### src/rtl/bsram_seq_pkg.sv
package bsram_seq_pkg;

    // Decoded meaning of one sampled set of control inputs
    typedef enum logic [2:0] {
        CMD_LOAD_PROC,   // processor strobe with chip enable: read burst
        CMD_LOAD_CTRL,   // controller strobe with chip enable: read or write burst
        CMD_DESELECT,    // controller strobe without chip enable
        CMD_ADVANCE,     // no load, step counter
        CMD_HOLD         // no load, wait state
    } seq_cmd_e;

    // Kind of cycle performed after the edge
    typedef enum logic [1:0] {
        SEQ_IDLE,
        SEQ_START,
        SEQ_STEP,
        SEQ_STALL
    } seq_state_e;

endpackage

### src/rtl/bsram_cmd_decode.sv
module bsram_cmd_decode
    import bsram_seq_pkg::*;
#(
    parameter int N_BYTE_EN = 2
) (
    input  logic                 ce_n,
    input  logic                 pstrb_n,
    input  logic                 cstrb_n,
    input  logic                 adv_n,
    input  logic [N_BYTE_EN-1:0] wen_n,
    output seq_cmd_e             cmd,
    output logic                 wr_req
);

    // Any byte lane enabled requests a write
    assign wr_req = ~(&wen_n);

    // Processor strobe wins when qualified by chip enable; controller
    // strobe is next; otherwise the burst continues or stalls.
    always_comb begin
        if (!pstrb_n && !ce_n) begin
            cmd = CMD_LOAD_PROC;
        end else if (!cstrb_n) begin
            cmd = ce_n ? CMD_DESELECT : CMD_LOAD_CTRL;
        end else begin
            cmd = adv_n ? CMD_HOLD : CMD_ADVANCE;
        end
    end

endmodule

### src/rtl/bsram_burst_ctr.sv
module bsram_burst_ctr #(
    parameter int ADDR_W     = 16,
    parameter int BURST_W    = 2,
    parameter bit INTERLEAVE = 1'b1
) (
    input  logic              clk,
    input  logic              rst,
    input  logic              load,
    input  logic              step,
    input  logic [ADDR_W-1:0] ld_addr,
    output logic [ADDR_W-1:0] arr_addr
);

    localparam int HI_W = ADDR_W - BURST_W;

    logic [ADDR_W-1:0]  base_q;
    logic [BURST_W-1:0] cnt_q;
    logic [BURST_W-1:0] low_bits;

    always_ff @(posedge clk) begin
        if (rst) begin
            base_q <= '0;
            cnt_q  <= '0;
        end else if (load) begin
            base_q <= ld_addr;
            cnt_q  <= '0;
        end else if (step) begin
            cnt_q  <= cnt_q + BURST_W'(1);
        end
    end

    generate
        if (INTERLEAVE) begin : g_xor_order
            assign low_bits = base_q[BURST_W-1:0] ^ cnt_q;
        end else begin : g_linear_order
            assign low_bits = base_q[BURST_W-1:0] + cnt_q;
        end
    endgenerate

    assign arr_addr = {base_q[ADDR_W-1:BURST_W], low_bits};


    upper_bits_held_chk: assert property (@(posedge clk) disable iff (rst)
        (!load) |=> arr_addr[ADDR_W-1:BURST_W] == $past(arr_addr[ADDR_W-1:BURST_W]));


    no_step_stable_chk: assert property (@(posedge clk) disable iff (rst)
        (!load && !step) |=> $stable(arr_addr));


    step_low_changes_chk: assert property (@(posedge clk) disable iff (rst)
        (!load && step) |=> arr_addr[BURST_W-1:0] != $past(arr_addr[BURST_W-1:0]));

    localparam int UNUSED_HI = HI_W;

endmodule

### src/rtl/bsram_seq_fsm.sv
module bsram_seq_fsm
    import bsram_seq_pkg::*;
(
    input  logic     clk,
    input  logic     rst,
    input  seq_cmd_e cmd,
    input  logic     wr_req,
    output logic     ctr_load,
    output logic     ctr_step,
    output logic     acc_valid,
    output logic     acc_write,
    output logic     deselected
);

    seq_state_e state_q;
    seq_state_e state_d;
    logic       wr_d;
    logic       wr_q;
    logic       active;

    assign active = (state_q != SEQ_IDLE);

    // Next-state decision
    always_comb begin
        state_d  = state_q;
        wr_d     = 1'b0;
        ctr_load = 1'b0;
        ctr_step = 1'b0;
        unique case (cmd)
            CMD_LOAD_PROC: begin
                state_d  = SEQ_START;
                ctr_load = 1'b1;
            end
            CMD_LOAD_CTRL: begin
                state_d  = SEQ_START;
                wr_d     = wr_req;
                ctr_load = 1'b1;
            end
            CMD_DESELECT: begin
                state_d  = SEQ_IDLE;
            end
            CMD_ADVANCE: begin
                if (active) begin
                    state_d  = SEQ_STEP;
                    wr_d     = wr_req;
                    ctr_step = 1'b1;
                end
            end
            CMD_HOLD: begin
                if (active) begin
                    state_d = SEQ_STALL;
                    wr_d    = wr_req;
                end
            end
            default: state_d = SEQ_IDLE;
        endcase
    end

    // State register
    always_ff @(posedge clk) begin
        if (rst) begin
            state_q <= SEQ_IDLE;
        end else begin
            state_q <= state_d;
        end
    end

    // Output register
    always_ff @(posedge clk) begin
        if (rst) begin
            wr_q <= 1'b0;
        end else begin
            wr_q <= wr_d;
        end
    end

    assign acc_valid  = active;
    assign acc_write  = wr_q;
    assign deselected = (state_q == SEQ_IDLE);


    idle_sticky_chk: assert property (@(posedge clk) disable iff (rst)
        (state_q == SEQ_IDLE && (cmd == CMD_ADVANCE || cmd == CMD_HOLD)) |=> state_q == SEQ_IDLE);


    idle_no_write_chk: assert property (@(posedge clk) disable iff (rst)
        (state_q == SEQ_IDLE) |-> !acc_write);


    proc_load_read_chk: assert property (@(posedge clk) disable iff (rst)
        (cmd == CMD_LOAD_PROC) |=> (state_q == SEQ_START && !acc_write));

endmodule

### src/rtl/bsram_addr_seq.sv
module bsram_addr_seq
    import bsram_seq_pkg::*;
#(
    parameter int ADDR_W     = 16,
    parameter int BURST_W    = 2,
    parameter bit INTERLEAVE = 1'b1
) (
    input  logic              clk,
    input  logic              rst,
    input  logic [ADDR_W-1:0] ext_addr,
    input  logic              ce_n,
    input  logic              pstrb_n,
    input  logic              cstrb_n,
    input  logic              adv_n,
    input  logic              wen_lo_n,
    input  logic              wen_hi_n,
    output logic [ADDR_W-1:0] arr_addr,
    output logic              acc_valid,
    output logic              acc_write,
    output logic              deselected
);

    localparam int N_BYTE_EN = 2;

    seq_cmd_e             cmd;
    logic                 wr_req;
    logic                 ctr_load;
    logic                 ctr_step;
    logic [N_BYTE_EN-1:0] wen_n;

    assign wen_n = {wen_hi_n, wen_lo_n};

    bsram_cmd_decode #(
        .N_BYTE_EN (N_BYTE_EN)
    ) u_decode (
        .ce_n    (ce_n),
        .pstrb_n (pstrb_n),
        .cstrb_n (cstrb_n),
        .adv_n   (adv_n),
        .wen_n   (wen_n),
        .cmd     (cmd),
        .wr_req  (wr_req)
    );

    bsram_seq_fsm u_fsm (
        .clk        (clk),
        .rst        (rst),
        .cmd        (cmd),
        .wr_req     (wr_req),
        .ctr_load   (ctr_load),
        .ctr_step   (ctr_step),
        .acc_valid  (acc_valid),
        .acc_write  (acc_write),
        .deselected (deselected)
    );

    bsram_burst_ctr #(
        .ADDR_W     (ADDR_W),
        .BURST_W    (BURST_W),
        .INTERLEAVE (INTERLEAVE)
    ) u_ctr (
        .clk      (clk),
        .rst      (rst),
        .load     (ctr_load),
        .step     (ctr_step),
        .ld_addr  (ext_addr),
        .arr_addr (arr_addr)
    );


    proc_strobe_load_chk: assert property (@(posedge clk) disable iff (rst)
        (!pstrb_n && !ce_n) |=> (acc_valid && !acc_write && arr_addr == $past(ext_addr)));


    ctrl_strobe_write_chk: assert property (@(posedge clk) disable iff (rst)
        (!cstrb_n && pstrb_n && !ce_n) |=>
            (acc_valid && arr_addr == $past(ext_addr) && acc_write == $past(!(wen_lo_n && wen_hi_n))));


    deselect_chk: assert property (@(posedge clk) disable iff (rst)
        (ce_n && !cstrb_n) |=> (deselected && !acc_valid && !acc_write));


    proc_ignored_chk: assert property (@(posedge clk) disable iff (rst)
        (ce_n && cstrb_n && !pstrb_n && !acc_valid) |=> !acc_valid);


    ce_dont_care_chk: assert property (@(posedge clk) disable iff (rst)
        (acc_valid && cstrb_n && ce_n) |=> acc_valid);


    wait_state_chk: assert property (@(posedge clk) disable iff (rst)
        (acc_valid && cstrb_n && (pstrb_n || ce_n) && adv_n) |=> (acc_valid && $stable(arr_addr)));


    reset_state_chk: assert property (@(posedge clk)
        rst |=> (deselected && !acc_valid && !acc_write && arr_addr == '0));

endmodule

### config.mk
export PLATFORM = sky130hd
export DESIGN_NAME = bsram_addr_seq
export DESIGN_NICKNAME = d
export VERILOG_FILES = /design/src/rtl/bsram_seq_pkg.sv /design/src/rtl/bsram_cmd_decode.sv /design/src/rtl/bsram_burst_ctr.sv /design/src/rtl/bsram_seq_fsm.sv /design/src/rtl/bsram_addr_seq.sv
export SDC_FILE = /design/constraint.sdc
export NUM_CORES = 1
export LEC_CHECK = 0
export BUFFER_PORTS_ARGS = -buffer_cell sky130_fd_sc_hd__clkbuf_2
export CORE_MARGIN = 2
export CORE_UTILIZATION = 44
export DETAILED_ROUTE_END_ITERATION = 7
export GPL_TIMING_DRIVEN = 0
export HOLD_SLACK_MARGIN = 0.1
export PLACE_DENSITY = 0.82
export SYNTH_ARGS = -nofsm -noshare
export SYNTH_HDL_FRONTEND = slang
export SYNTH_SLANG_ARGS = --single-unit
### constraint.sdc
create_clock -name clk -period 1.5 [get_ports clk]
set_input_delay 0.075 -clock clk [delete_from_list [all_inputs] [get_ports clk]]
set_output_delay 0.075 -clock clk [all_outputs]
set_load 0.05 [all_outputs]
==> run_results.csv <==
group,metric,value,unit
logic_synthesis,synth_cell_types,19,
timing,setup_viol,0,
final_layout,area_growth,55.71,%
power_and_ir_drop,switching_power,374.7,uW
logic_synthesis,netlist.area_leader.share,0.4739,
power_and_ir_drop,swShare,0.3152,
timing,timing.final.ws_setup,0.1683,ns
timing,timing.slew.headroom,0.6915,
route,wl_per_cell,11.04,um
final_layout,n_fill_cell,154,
logic_synthesis,netlist_area,887.1,um^2
logic_synthesis,syn_avg_cell_area,8.065,um^2
timing,fmax,750.9,MHz
power_and_ir_drop,power_frac_seq,0.507,
die,die_area,0.002391,mm^2
timing,final.setup.tns,0,ns
final_layout,fin_area,0.001381,mm^2
worst_setup_path,cp.arrival,1.56,ns
die,die_h,48.90,um
clocking,cts_buffers,3,
worst_setup_path,end_kind,"flop",
logic_synthesis,yosysSeqAreaShare,0.4739,
clocking,cts_tree,"built",
die,core,0.001922,mm^2
die,io_pins,43,
worst_setup_path,path_max_fanout,10,
final_layout,final_util,0.7188,
logic_synthesis,ys_seq_elements,21,
die,initial_core_util,0.4616,
global_route,grt_pass1_vias,942,
final_layout,final_nets,202,
worst_setup_path,worstPathRequired,1.73,ns
clocking,cts_setup_buffers,0,
clocking,h-tree-depth,1,
clocking,clkSinkCount,21,
timing,timing.final.hold_violations,0,
route,first_iter_violations,9,
timing,slew_viol_final,0,
final_layout,drive_above_1_share,0.3785,
worst_setup_path,startpoint_type,"input port",
clocking,path_clk_slew,0.11,ns
timing,clock_skew,0.0003641,ns
route,viasPerCell,4.490,
power_and_ir_drop,clockPowerShare,0.221,
global_route,grt_max_degree,13,
clocking,cts_max_path_buffers,2,
die,die_x,48.90,um
power_and_ir_drop,intPower,814.1,uW
power_and_ir_drop,p_leak,0.6692,nW
placement,gp_congestion,0.7124,
logic_synthesis,yosysTopAreaCell,"dfxtp_1",
die,fp-row-count,16,
power_and_ir_drop,power_frac_comb,0.273,
route,final_antenna_net_count,0,
final_layout,insertedDiodeCount,0,
run_status,run_status,"complete, no violations",
placement,pre_cts_ws,0.2450,ns
route,routed_wl,2253,um
power_and_ir_drop,p_total,1.189,mW
global_route,overflow,0,
route,route.vias.total,916,
min_path,hold_path.class,"in2reg",
logic_synthesis,syn_inst,110,
timing,period_needed,1.332,ns
worst_setup_path,crit_type,"in2reg",
route,first_pass_iters,4,
global_route,antenna_found_initial,0,
logic_synthesis,syn-num-nets,134,
global_route,track_usage,0.2029,
placement,port-buffer-count,42,
logic_synthesis,yosysWarningCount,0,
global_route,grt_pass1_wl,3760,um
route,drc_errors,0,
clocking,clk_latency,0.29,ns
logic_synthesis,synth_area_leaders,"dfxtp_1 (47%), nand2_1 (14%), buf_4 (13%)",
timing,tightestPinTransition,0.4512,ns
power_and_ir_drop,powerDensity,860.6,mW/mm^2
placement,place_hpwl,1466,um
timing,rsz0062_at_grt,"no",
placement,dpl_cell_area,0.001139,mm^2
clocking,ctsRootBufferMaster,"clkbuf_4",
timing,period_share,0.8878,
flow_run,drv_cap,0,
power_and_ir_drop,peakVddDrop,0.6316,mV
cell usage in the layout (no fill, tap or decap), types with 2 or more instances in the layout:
cell and count:
xor2_1 2, clkbuf_4 3, nand2_1 33, buf_4 15
dlygate4sd3_1 21, buf_2 2, clkbuf_2 43, inv_1 2
a21oi_1 19, dfxtp_1 21, o21ai_0 2
worst max-delay path: stages:
cell	delay (ns)
dlygate4sd3_1	0.52
clkbuf_2	0.18
a21o_1	0.13
buf_2	0.19
buf_2	0.24
nand2_1	0.08
a21oi_1	0.15
Yosys cell counts:
library cell,n
o31ai_1,1
buf_4,15
nand2_1,33
inv_1,2
nand2b_1,1
nand3_1,1
dfxtp_1,21
a2111oi_0,1
o221ai_2,1
clkbuf_1,2
or4_1,1
nor2b_1,1
xor2_1,2
nor2_1,2
a21oi_1,20
a21o_1,1
or3_1,1
buf_2,2
o21ai_0,2
per-stage QoR:
step,std cells,hold WS (ns)
floorplan,110,0.1884
global placement,179,0.2968
detailed placement,179,0.3036
CTS,204,0.1461
global route,204,0.1777
finish,204,0.1659
final cells by class:
type,instances,area (um^2),area share
clock buffers,3,22.52,0.01630
flip-flops and latches,21,420.4,0.3043
well taps,27,33.78,0.02446
repair buffers,63,420.4,0.3043
inverters,2,7.507,0.005435
plain buffers,19,131.4,0.09511
multi-input cells,68,340.3,0.2464
clock inverters,1,5.005,0.003623
power groups by stage:
stage | clock [mW] | sequential [mW] | combinational [mW]
after floorplan | 0 | 0.617 | 0.196
after global placement | 0 | 0.613 | 0.272
after detailed placement | 0 | 0.615 | 0.278
after CTS | 0.275 | 0.602 | 0.321
after global routing | 0.292 | 0.605 | 0.349
final | 0.262 | 0.602 | 0.324
worst paths after layout:
check / start / to / slack, ns / cells after the start
setup / recovery: cstrb_n / u_ctr.base_q[10] / 0.17 / 7
hold / removal: ce_n / u_ctr.base_q[2] / 0.17 / 4
setup reg to reg: u_fsm.state_q[1] / u_ctr.cnt_q[1] / 0.31 / 3
hold reg to reg: u_ctr.base_q[15] / u_ctr.base_q[15] / 0.46 / 2
flip-flops by register name, indices dropped and copies added (netlist names):
| register | flops |
|---|---|
| u_ctr.cnt_q | 2 |
| u_ctr.base_q | 16 |
| u_fsm.acc_write | 1 |
| u_fsm.state_q | 2 |
cell families (layout without fill, tap and decap cells):
logic type | count (synthesis) | count (layout) | share of synthesized area
compound gates | 26 | 26 | 0.1679
simple gates | 40 | 40 | 0.1834
flops | 21 | 21 | 0.4739
buf+inv | 21 | 88 | 0.1552
xor+xnor | 2 | 2 | 0.01975
timing repair:
item	CTS	global route
hold endpoints to repair	21	0
hold buffers	21	0
resized for setup	0	3
endpoints found under the setup margin	0	12
per-layer routing:
metal	routed length (um)	track usage	vias up
met1	879	0.2070	404
li1	-	-	479
met3	76	0.02454	4
met5	0	0	-
met4	38	0.09524	0
met2	1258	0.4018	29
No activity file was read; power rests on OpenSTA's default activity.
